## config.mk

```make
export PLATFORM = sky130hd
export DESIGN_NAME = i2cm_csr_front
export DESIGN_NICKNAME = d
export VERILOG_FILES = /design/src/rtl/i2cf_pkg.sv /design/src/rtl/i2cf_fifo.sv /design/src/rtl/i2cf_irq.sv /design/src/rtl/i2cf_regs.sv /design/src/rtl/i2cm_csr_front.sv
export SDC_FILE = /design/constraint.sdc
export NUM_CORES = 1
export LEC_CHECK = 0
export BUFFER_PORTS_ARGS = -buffer_cell sky130_fd_sc_hd__buf_2
export CORE_UTILIZATION = 25
export CTS_CLUSTER_SIZE = 40
export DETAILED_ROUTE_END_ITERATION = 6
export GPL_ROUTABILITY_DRIVEN = 1
export SKIP_CTS_REPAIR_TIMING = 1
export SLEW_MARGIN = 20
export SYNTH_ARGS = -nofsm -noshare
export SYNTH_HDL_FRONTEND = slang
export SYNTH_SLANG_ARGS = --single-unit
```

## constraint.sdc

```tcl
create_clock -name clk -period 3.1 [get_ports clk]
set_input_delay 0.31 -clock clk [delete_from_list [all_inputs] [get_ports clk]]
set_output_delay 0.31 -clock clk [all_outputs]
set_load 0.03 [all_outputs]
```

## src/rtl/i2cf_pkg.sv

```systemverilog
package i2cf_pkg;

  // Word indices on the register bus (byte address >> 2)
  localparam logic [3:0] RG_CMD   = 4'd0;
  localparam logic [3:0] RG_RXD   = 4'd1;
  localparam logic [3:0] RG_CTL   = 4'd2;
  localparam logic [3:0] RG_IER   = 4'd3;
  localparam logic [3:0] RG_ISR   = 4'd4;
  localparam logic [3:0] RG_STAT  = 4'd5;
  localparam logic [3:0] RG_CLVL  = 4'd6;
  localparam logic [3:0] RG_RLVL  = 4'd7;
  localparam logic [3:0] RG_SLO   = 4'd8;
  localparam logic [3:0] RG_SHI   = 4'd9;
  localparam logic [3:0] RG_HOLD  = 4'd10;

  // Interrupt bit layout shared by mask and status
  localparam int IB_TX   = 0;
  localparam int IB_RX   = 1;
  localparam int IB_NACK = 2;
  localparam int IB_ARB  = 3;
  localparam int IB_OVF  = 4;
  localparam int NIRQ    = 5;

  localparam int CMD_W = 10;
  localparam int RX_W  = 8;

  typedef struct packed {
    logic [1:0] rx_thr;
    logic [1:0] cmd_thr;
    logic       fast;
    logic       en;
  } ctl_t;

  localparam int CTL_W = $bits(ctl_t);

  // Command room: level at or below threshold
  function automatic logic room_f(input logic [7:0] lvl, input logic [1:0] thr);
    return lvl <= {6'd0, thr};
  endfunction

  // Data waiting: level strictly above threshold
  function automatic logic avail_f(input logic [7:0] lvl, input logic [1:0] thr);
    return lvl > {6'd0, thr};
  endfunction

endpackage

```

## src/rtl/i2cf_fifo.sv

```systemverilog
module i2cf_fifo #(
  parameter int W     = 8,
  parameter int DEPTH = 4,
  parameter int LW    = $clog2(DEPTH + 1)
) (
  input  logic          clk,
  input  logic          rst_n,
  input  logic          flush,
  input  logic          push,
  input  logic [W-1:0]  din,
  input  logic          pop,
  output logic [W-1:0]  dout,
  output logic [LW-1:0] level,
  output logic          full,
  output logic          empty,
  output logic          dropped
);

  localparam int IW = (DEPTH > 1) ? $clog2(DEPTH) : 1;
  localparam logic [IW-1:0] LAST = IW'(DEPTH - 1);

  logic [W-1:0]  mem [DEPTH];
  logic [IW-1:0] rd_ptr, wr_ptr;
  logic [LW-1:0] count;
  logic          do_push, do_pop;

  function automatic logic [IW-1:0] step(input logic [IW-1:0] p);
    return (p == LAST) ? '0 : p + 1'b1;
  endfunction

  assign full    = (count == LW'(DEPTH));
  assign empty   = (count == '0);
  assign do_push = push && !full;
  assign do_pop  = pop && !empty;
  assign dropped = push && full;
  assign level   = count;
  assign dout    = mem[rd_ptr];

  always_ff @(posedge clk or negedge rst_n) begin
    if (!rst_n) begin
      rd_ptr <= '0;
      wr_ptr <= '0;
      count  <= '0;
    end else if (flush) begin
      rd_ptr <= '0;
      wr_ptr <= '0;
      count  <= '0;
    end else begin
      if (do_push) wr_ptr <= step(wr_ptr);
      if (do_pop)  rd_ptr <= step(rd_ptr);
      case ({do_push, do_pop})
        2'b10:   count <= count + 1'b1;
        2'b01:   count <= count - 1'b1;
        default: count <= count;
      endcase
    end
  end

  always_ff @(posedge clk) begin
    if (do_push && !flush) mem[wr_ptr] <= din;
  end

endmodule

```

## src/rtl/i2cf_irq.sv

```systemverilog
module i2cf_irq
  import i2cf_pkg::*;
(
  input  logic            clk,
  input  logic            rst_n,
  input  logic            live_tx,
  input  logic            live_rx,
  input  logic            ev_nack,
  input  logic            ev_arb,
  input  logic            ev_ovf,
  input  logic [NIRQ-1:0] w1c,
  input  logic [NIRQ-1:0] ier,
  output logic [NIRQ-1:0] status,
  output logic            irq
);

  logic [NIRQ-1:0] ev_vec;
  logic [NIRQ-1:0] held;

  assign ev_vec = {ev_ovf, ev_arb, ev_nack, 2'b00};

  // Live level bits: no storage, follow the FIFO comparisons
  assign held[IB_TX] = live_tx;
  assign held[IB_RX] = live_rx;

  // Sticky event bits: set wins over a same-cycle clear
  for (genvar g = IB_NACK; g < NIRQ; g++) begin : g_sticky
    logic bit_q;
    always_ff @(posedge clk or negedge rst_n) begin
      if (!rst_n) bit_q <= 1'b0;
      else        bit_q <= ev_vec[g] | (bit_q & ~w1c[g]);
    end
    assign held[g] = bit_q;
  end

  assign status = held;
  assign irq    = |(status & ier);

endmodule

```

## src/rtl/i2cf_regs.sv

```systemverilog
module i2cf_regs
  import i2cf_pkg::*;
#(
  parameter int ADDR_W = 6,
  parameter int CNT_W  = 16,
  parameter int LW     = 3
) (
  input  logic              clk,
  input  logic              rst_n,
  input  logic              bus_wr,
  input  logic              bus_rd,
  input  logic [ADDR_W-1:0] bus_addr,
  input  logic [31:0]       bus_wdata,
  output logic [31:0]       bus_rdata,
  input  logic [NIRQ-1:0]   status,
  input  logic [LW-1:0]     cmd_level,
  input  logic [LW-1:0]     rx_level,
  input  logic [RX_W-1:0]   rx_head,
  input  logic              rx_empty,
  input  logic              core_busy,
  output ctl_t              ctl,
  output logic [NIRQ-1:0]   ier,
  output logic [CNT_W-1:0]  scl_low,
  output logic [CNT_W-1:0]  scl_high,
  output logic [CNT_W-1:0]  sda_hold,
  output logic              cmd_push,
  output logic [CMD_W-1:0]  cmd_din,
  output logic              rx_pop,
  output logic [NIRQ-1:0]   w1c,
  output logic              flush
);

  logic       aligned;
  logic [3:0] word;
  logic       wr_hit, rd_hit;
  ctl_t       ctl_q;
  ctl_t       ctl_wr;

  assign aligned = (bus_addr[1:0] == 2'b00);
  assign word    = 4'(bus_addr[ADDR_W-1:2]);
  assign wr_hit  = bus_wr && aligned;
  assign rd_hit  = bus_rd && aligned;
  assign ctl_wr  = ctl_t'(bus_wdata[CTL_W-1:0]);

  assign cmd_push = wr_hit && (word == RG_CMD);
  assign cmd_din  = bus_wdata[CMD_W-1:0];
  assign rx_pop   = rd_hit && (word == RG_RXD);
  assign w1c      = (wr_hit && (word == RG_ISR)) ? bus_wdata[NIRQ-1:0] : '0;
  assign flush    = wr_hit && (word == RG_CTL) && ctl_q.en && !ctl_wr.en;
  assign ctl      = ctl_q;

  always_ff @(posedge clk or negedge rst_n) begin
    if (!rst_n) begin
      ctl_q    <= '0;
      ier      <= '0;
      scl_low  <= '0;
      scl_high <= '0;
      sda_hold <= '0;
    end else if (wr_hit) begin
      case (word)
        RG_CTL:  ctl_q    <= ctl_wr;
        RG_IER:  ier      <= bus_wdata[NIRQ-1:0];
        RG_SLO:  scl_low  <= bus_wdata[CNT_W-1:0];
        RG_SHI:  scl_high <= bus_wdata[CNT_W-1:0];
        RG_HOLD: sda_hold <= bus_wdata[CNT_W-1:0];
        default: ;
      endcase
    end
  end

  always_comb begin
    bus_rdata = '0;
    if (aligned) begin
      case (word)
        RG_RXD:  bus_rdata = rx_empty ? 32'd0 : 32'(rx_head);
        RG_CTL:  bus_rdata = 32'(ctl_q);
        RG_IER:  bus_rdata = 32'(ier);
        RG_ISR:  bus_rdata = 32'(status);
        RG_STAT: bus_rdata = 32'(core_busy);
        RG_CLVL: bus_rdata = 32'(cmd_level);
        RG_RLVL: bus_rdata = 32'(rx_level);
        RG_SLO:  bus_rdata = 32'(scl_low);
        RG_SHI:  bus_rdata = 32'(scl_high);
        RG_HOLD: bus_rdata = 32'(sda_hold);
        default: bus_rdata = '0;
      endcase
    end
  end

endmodule

```

## src/rtl/i2cm_csr_front.sv

```systemverilog
module i2cm_csr_front
  import i2cf_pkg::*;
#(
  parameter int DEPTH  = 4,
  parameter int CNT_W  = 16,
  parameter int ADDR_W = 6
) (
  input  logic              clk,
  input  logic              rst_n,
  input  logic              bus_wr,
  input  logic              bus_rd,
  input  logic [ADDR_W-1:0] bus_addr,
  input  logic [31:0]       bus_wdata,
  output logic [31:0]       bus_rdata,
  output logic              irq,
  output logic              cmd_valid,
  output logic [9:0]        cmd_word,
  input  logic              cmd_pop,
  input  logic              rx_push,
  input  logic [7:0]        rx_byte,
  input  logic              ev_nack,
  input  logic              ev_arb,
  input  logic              core_busy,
  output logic              core_en,
  output logic              fast_mode,
  output logic [CNT_W-1:0]  scl_low_cnt,
  output logic [CNT_W-1:0]  scl_high_cnt,
  output logic [CNT_W-1:0]  sda_hold_cnt
);

  localparam int LW = $clog2(DEPTH + 1);

  // Named internal events, also observed by the checker
  ctl_t            ctl;
  logic [NIRQ-1:0] ier;
  logic [NIRQ-1:0] status;
  logic [NIRQ-1:0] w1c;
  logic            flush;
  logic            cmd_push;
  logic [CMD_W-1:0] cmd_din;
  logic [LW-1:0]   cmd_level;
  logic            cmd_full, cmd_empty, cmd_dropped;
  logic            rx_pop;
  logic [RX_W-1:0] rx_head;
  logic [LW-1:0]   rx_level;
  logic            rx_full, rx_empty, rx_ovf;
  logic            live_tx, live_rx;

  i2cf_regs #(.ADDR_W(ADDR_W), .CNT_W(CNT_W), .LW(LW)) u_regs (
    .clk       (clk),
    .rst_n     (rst_n),
    .bus_wr    (bus_wr),
    .bus_rd    (bus_rd),
    .bus_addr  (bus_addr),
    .bus_wdata (bus_wdata),
    .bus_rdata (bus_rdata),
    .status    (status),
    .cmd_level (cmd_level),
    .rx_level  (rx_level),
    .rx_head   (rx_head),
    .rx_empty  (rx_empty),
    .core_busy (core_busy),
    .ctl       (ctl),
    .ier       (ier),
    .scl_low   (scl_low_cnt),
    .scl_high  (scl_high_cnt),
    .sda_hold  (sda_hold_cnt),
    .cmd_push  (cmd_push),
    .cmd_din   (cmd_din),
    .rx_pop    (rx_pop),
    .w1c       (w1c),
    .flush     (flush)
  );

  i2cf_fifo #(.W(CMD_W), .DEPTH(DEPTH), .LW(LW)) u_cmd_fifo (
    .clk     (clk),
    .rst_n   (rst_n),
    .flush   (flush),
    .push    (cmd_push),
    .din     (cmd_din),
    .pop     (cmd_pop),
    .dout    (cmd_word),
    .level   (cmd_level),
    .full    (cmd_full),
    .empty   (cmd_empty),
    .dropped (cmd_dropped)
  );

  i2cf_fifo #(.W(RX_W), .DEPTH(DEPTH), .LW(LW)) u_rx_fifo (
    .clk     (clk),
    .rst_n   (rst_n),
    .flush   (flush),
    .push    (rx_push),
    .din     (rx_byte),
    .pop     (rx_pop),
    .dout    (rx_head),
    .level   (rx_level),
    .full    (rx_full),
    .empty   (rx_empty),
    .dropped (rx_ovf)
  );

  assign live_tx = room_f(8'(cmd_level), ctl.cmd_thr);
  assign live_rx = avail_f(8'(rx_level), ctl.rx_thr);

  i2cf_irq u_irq (
    .clk     (clk),
    .rst_n   (rst_n),
    .live_tx (live_tx),
    .live_rx (live_rx),
    .ev_nack (ev_nack),
    .ev_arb  (ev_arb),
    .ev_ovf  (rx_ovf),
    .w1c     (w1c),
    .ier     (ier),
    .status  (status),
    .irq     (irq)
  );

  assign cmd_valid = !cmd_empty;
  assign core_en   = ctl.en;
  assign fast_mode = ctl.fast;

endmodule

```

==> results of run 1 <==
power breakdown:
part | internal [mW] | switching, mW | leakage (nW)
registers | 2.34 | 0.313 | 1.63
logic | 0.655 | 0.916 | 1.70
clock network | 1.12 | 0.850 | 0.273
cell usage after synthesis, types with 10 or more instances:
cell,instances
dfrtp_1,76
inv_1,14
nor2_1,29
mux2i_1,20
and2_1,10
ha_1,15
mux4_2,18
edfxtp_1,72
clkbuf_1,11
a21oi_1,20
mux2_2,61
buf_4,16
nand2_1,19
cell usage in the layout (no fill, tap or decap), drive strengths merged, types with 18 or more instances in the layout:
cell,count
mux2i,21
buf,124
mux4,18
nand2,21
nor2,30
mux2,61
inv,20
edfxtp,72
clkbuf,19
a21oi,20
dfrtp,76
layer usage:
layer  global-route usage [%]  share of wire, %
met1                     17.7                46
met2                     19.5                46
met3                     2.73               5.3
met4                     5.60               2.6
met5                        0                 0
cells by family (layout without fill, tap and decap cells):
group                    after synthesis  count (layout)  share of synthesized area [%]
AO/OA/AOI/OAI                         62              62                           6.41
XOR/XNOR                               2               2                          0.251
adder cells (fa/ha/maj)               17              17                           3.26
buffers and inverters                 52             171                           3.87
flip-flops                           148             148                           58.2
multiplexers                         100             100                           18.8
other                                  1              16                         0.0537
AND/OR/NAND/NOR                      115             115                           9.19
through the flow:
step / area, um^2 / setup WS [ps] / util (%)
3_5_place_dp: 7940 / 465 / 29.2
6_report: 8500 / 272 / 31.3
4_1_cts: 8490 / 286 / 31.2
3_3_place_gp: 7940 / 516 / 29.2
2_1_floorplan: 7040 / 712 / -
5_1_grt: 8500 / 122 / 31.3
sequential cells by signal, indices dropped and copies added, names as in the netlist, 5 cells and up:
name	count
u_cmd_fifo.mem	40
u_regs.ctl	6
u_regs.ier	5
u_regs.scl_high	16
u_regs.scl_low	16
u_regs.sda_hold	16
u_rx_fifo.mem	32
final cells by class:
class	instances	area, um^2
Clock buffer	19	433
Sequential cell	148	4060
Timing Repair Buffer	125	657
Inverter	14	52.6
Clock inverter	13	123
Tap cell	372	465
Fill cell	2782	18700
Multi-Input combinational cell	312	2710
path summary, 6_finish.rpt:
path,start,slack [ps],to
setup / recovery,u_rx_fifo.level[1],270,bus_rdata[0]
hold / removal,ev_arb,80,u_irq.g_sticky[3].bit_q
setup reg to reg,u_rx_fifo.level[1],700,u_rx_fifo.level[2]
hold reg to reg,u_regs.sda_hold[6],510,u_regs.sda_hold[6]
max in group asynchronous,rst_n,2110,u_regs.ctl[2]
min in group asynchronous,rst_n,460,u_regs.scl_high[10]
worst max-delay path: stages (launching register included):
cell and delay, ps:
dfrtp_1 480, nor3_1 630, nor2_1 80, buf_4 190
a221oi_1 300, a31oi_1 190, buf_2 220
==> out/metrics.csv, run 1 <==
stage,metric,value,unit
setup_path,endpoint_kind,output pin,
floorplanning,die_w,169,um
setup_path,crit_required,2790,ps
sta,drv_slew,0,
power,power_density,728,nW/um^2
power,p_leak,3.61,nW
synth,synth.area.top_cells,"edfxtp_1 (31%), dfrtp_1 (27%), mux2_2 (9.8%)",
cts,cts_max_path_buffers,2,
run,maxCapViolations,0,
floorplanning,dieArea,28600,um^2
floorplanning,ios,149,
layout,drive_gt1_share,39.3,%
synth,synth_top_cell_by_area,edfxtp_1,
synth,netlist_area,6990,um^2
cts,root_buffer,clkbuf_16,
sta,period_needed,2830,ps
global_route,antenna_found_initial,0,
floorplanning,die_y,169,um
sta,clock_skew,7.23,ps
global_route,grt_pass1_vias,4345,
cts,clk_pin_slew,70,ps
setup_path,reg2reg_depth,5,
drt,dr.pass1.iters,4,
synth,yosysWarnings,0,
synth,synth_edf_count,72,
synth,synth_top_flop_cell,dfrtp_1,
drt,wire_per_inst,17.8,um
layout,diodes,0,
sta,finalHoldViolCount,0,
cts,numCtsBuffers,17,
placed_design,dp.cells,970,
floorplanning,initial_core_util,25.7,%
global_route,grt_usage,12.9,%
drt,antenna_left,0,
drt,vias,4464,
drt,drt_wl_total,17.8,mm
cts,cts_tree,built,
drt,first_iter_violations,266,
synth,netlist_instances,497,
setup_path,arrival,2520,ps
run_status,status,"complete, no violations",
power,power,6.19,mW
min_path,holdPathStages,2,
sta,rsz0062_at_grt,no,
placed_design,io_buffers,116,
power,vdd_drop_max,271,uV
synth,synthArstFlopShare,51.4,%
sta,maxClockFrequency,0.354,GHz
sta,whs,79.2,ps
cts,htreeDepth,4,
sta,setup_viol,0,
cts,clk_latency,420,ps
layout,fin_cells,1003,
setup_path,path_max_fanout,8,
placed_design,dp_hpwl,12.6,mm
layout,area_delta_synth_final,21.7,%
floorplanning,placementRows,60,
drt,drc,0,
synth,ys_types,60,
synth,ys_ff_latch,148,
synth,ys_seq_area_share,58.2,%
min_path,hp-class,input pin to flop,
sta,worstMarginPinSlew,725,ps
sta,final.period_utilization,91.2,%
synth,avgSynthCellArea,14.1,um^2
global_route,grt_pass1_wl,27.1,mm
sta,setup_tns,0,ps
setup_path,critPathKind,flop to output pin,
cts,cts.sinks,148,
floorplanning,fp.coreArea,27200,um^2
placed_design,gp_congestion,0.779,
global_route,grt_max_degree,77,
drt,via_per_inst,4.45,
sta,slew_headroom,51.7,%
synth,yosysTopAreaCellShare,30.9,%
setup_path,critPathLaunchType,flop,
global_route,grt.overflow.total,0,
layout,fin_nets,690,
Note: power is estimated with default switching activity, not from simulation.
==> run 2, diff against run 1 <==
Settings changed: BUFFER_PORTS_ARGS -buffer_cell sky130_fd_sc_hd__buf_2 to -buffer_cell sky130_fd_sc_hd__buf_4, CORE_UTILIZATION 25 to 40.
==> run 2 against run 1 <==
  * Non-clock buffer count shrank 4
  * Clock power shrank 3%
  * Largest power group unchanged
  * Design area grew 0.63%
  * Critical path depth shrank 2
  * First-iteration DRC count shrank 24%
  * Sequential power is essentially flat
  * Clock skew grew 1.5 ps
==> out/metrics.csv, run 2 (synthesized netlist as in run 1, its figures left out) <==
stage,metric,value,unit,change
floorplanning,die_w,134,um,-21%
drt,drt_wl_total,17.0,mm,-4.8%
setup_path,critical_path.cell_chain,mux4_2 -> a221oi_1 -> a31oi_1 -> buf_4,,
drt,first_iter_violations,201,,-24%
global_route,antenna_found_initial,0,,unchanged
cts,htreeDepth,4,,unchanged
cts,cts.sinks,148,,unchanged
power,vdd_drop_max,478,uV,+76%
drt,via_per_inst,5.30,,+19%
layout,final_core_util,50.9,%,+20 points
cts,root_buffer,clkbuf_16,,
sta,slew_headroom,34.7,%,-17 points
placed_design,io_buffers,116,,unchanged
floorplanning,ios,149,,unchanged
setup_path,critPathMaxStageDelay,720,ps,+90 ps
layout,final_area,8560,um^2,+0.63%
floorplanning,die_y,134,um,-21%
setup_path,endpoint_kind,output pin,,
power,p_leak,3.63,nW,+0.59%
floorplanning,initial_core_util,41.5,%,+16 points
sta,setup_tns,0,ps,unchanged
drt,drc,0,,unchanged
cts,numCtsBuffers,17,,unchanged
drt,vias,4485,,+0.47%
placed_design,gp_congestion,0.837,,+7.5%
layout,largest_reg_flops,40,,unchanged
run,maxCapViolations,0,,unchanged
global_route,grt_pass1_vias,4521,,+4.1%
sta,drv_slew,0,,unchanged
setup_path,critPathLaunchType,flop,,
sta,finalHoldViolCount,0,,unchanged
sta,maxClockFrequency,0.363,GHz,+2.6%
setup_path,crit_required,2790,ps,about the same
cts,clk_pin_slew,60,ps,about the same
layout,area_delta_synth_final,22.5,%,
setup_path,critPathKind,flop to output pin,,
cts,cts_tree,built,,
power,power,6.27,mW,+1.2%
layout,fin_cells,846,,-16%
setup_path,reg2reg_from,u_cmd_fifo.level[1],,
sta,worstMarginPinSlew,980,ps,+255 ps
sta,whs,43.3,ps,-35.9 ps
layout,mostFrequentLayoutCells,"buf_4 (121), dfrtp_1 (76), edfxtp_1 (72)",,
global_route,grt.overflow.total,0,,unchanged
sta,clock_skew,8.71,ps,+1.48 ps
global_route,grt_usage,19.5,%,+6.6 points
sta,worst_slack,343,ps,+71.2 ps
min_path,hp-class,input pin to async pin,,
cts,clk_latency,420,ps,about the same
drt,antenna_left,0,,unchanged
floorplanning,fp.coreArea,16800,um^2,-38%
run_status,status,"complete, no violations",,
drt,dr.pass1.iters,5,,+1
layout,top_register,u_cmd_fifo.mem,,
floorplanning,placementRows,47,,-22%
placed_design,placed_cell_area,8010,um^2,+0.95%
cts,cts_max_path_buffers,2,,unchanged
floorplanning,dieArea,18000,um^2,-37%
layout,fin_nets,686,,-0.58%
setup_path,r2r_setup_slack,660,ps,-40 ps
layout,final_common_cell,buf_4,,
sta,rsz0062_at_grt,no,,
setup_path,arrival,2450,ps,-70 ps
global_route,grt_pass1_wl,25.9,mm,-4.3%
global_route,grt_max_degree,77,,unchanged
layout,diodes,0,,unchanged
setup_path,critical-path-slowest-cell,dfrtp_1,,
placed_design,dp_hpwl,11.9,mm,-6.0%
layout,drive_gt1_share,38.5,%,-0.80 points
drt,wire_per_inst,20.0,um,+13%
power,power_density,732,nW/um^2,+0.56%
placed_design,dpl_worst_slack,406,ps,-58.6 ps
setup_path,reg2reg_to,u_cmd_fifo.level[2],,
sta,setup_viol,0,,unchanged
sta,final.period_utilization,88.9,%,-2.3 points
setup_path,path_max_fanout,11,,+3
placed_design,dp.cells,815,,-16%
sta,period_needed,2760,ps,-71.2 ps
layout,largest_registers,"u_cmd_fifo.mem x40, u_rx_fifo.mem x32",,
setup_path,reg2reg_depth,8,,+3
-- run 2: where the power goes --
part,internal (mW),total (mW),switching [mW]
combinational,0.757,1.67,0.917
clock,1.16,1.92,0.755
sequential,2.34,2.67,0.331
-- run 2: area by class of cell --
cell class	instances	area (um^2)
Fill cell	1502	8260
Sequential cell	148	4060
Multi-Input combinational cell	312	2710
Timing Repair Buffer	121	908
Clock buffer	19	433
Tap cell	220	275
Clock inverter	12	115
Inverter	14	52.6
-- run 2: worst max-delay path by stage --
stage,start,to
2_1_floorplan,u_cmd_fifo.level[1],u_cmd_fifo.level[2]
3_3_place_gp,bus_addr[1],u_cmd_fifo.level[2]
3_5_place_dp,bus_addr[1],u_cmd_fifo.level[2]
4_1_cts,u_rx_fifo.rd_ptr[0],bus_rdata[0]
5_1_grt,u_rx_fifo.rd_ptr[0],bus_rdata[0]
6_report,u_rx_fifo.rd_ptr[0],bus_rdata[0]
-- run 2: worst max-delay path: cells and delay by family, from the launching register on --
family	cells	cell delay, ps
DFF	1	720
muxes	1	610
AOI/OAI and AO/OA	2	490
buffers and inverters	1	200
-- run 2: per-layer routing --
metal | GRT usage (%) | part of all wire [%] | up-vias | wire length (um)
li1 | - | - | 2057 | -
met1 | 24.9 | 43 | 2300 | 7240
met2 | 33.0 | 51 | 107 | 8730
met3 | 4.35 | 4.2 | 21 | 720
met4 | 6.05 | 1.5 | 0 | 258
met5 | 0 | 0 | - | 0
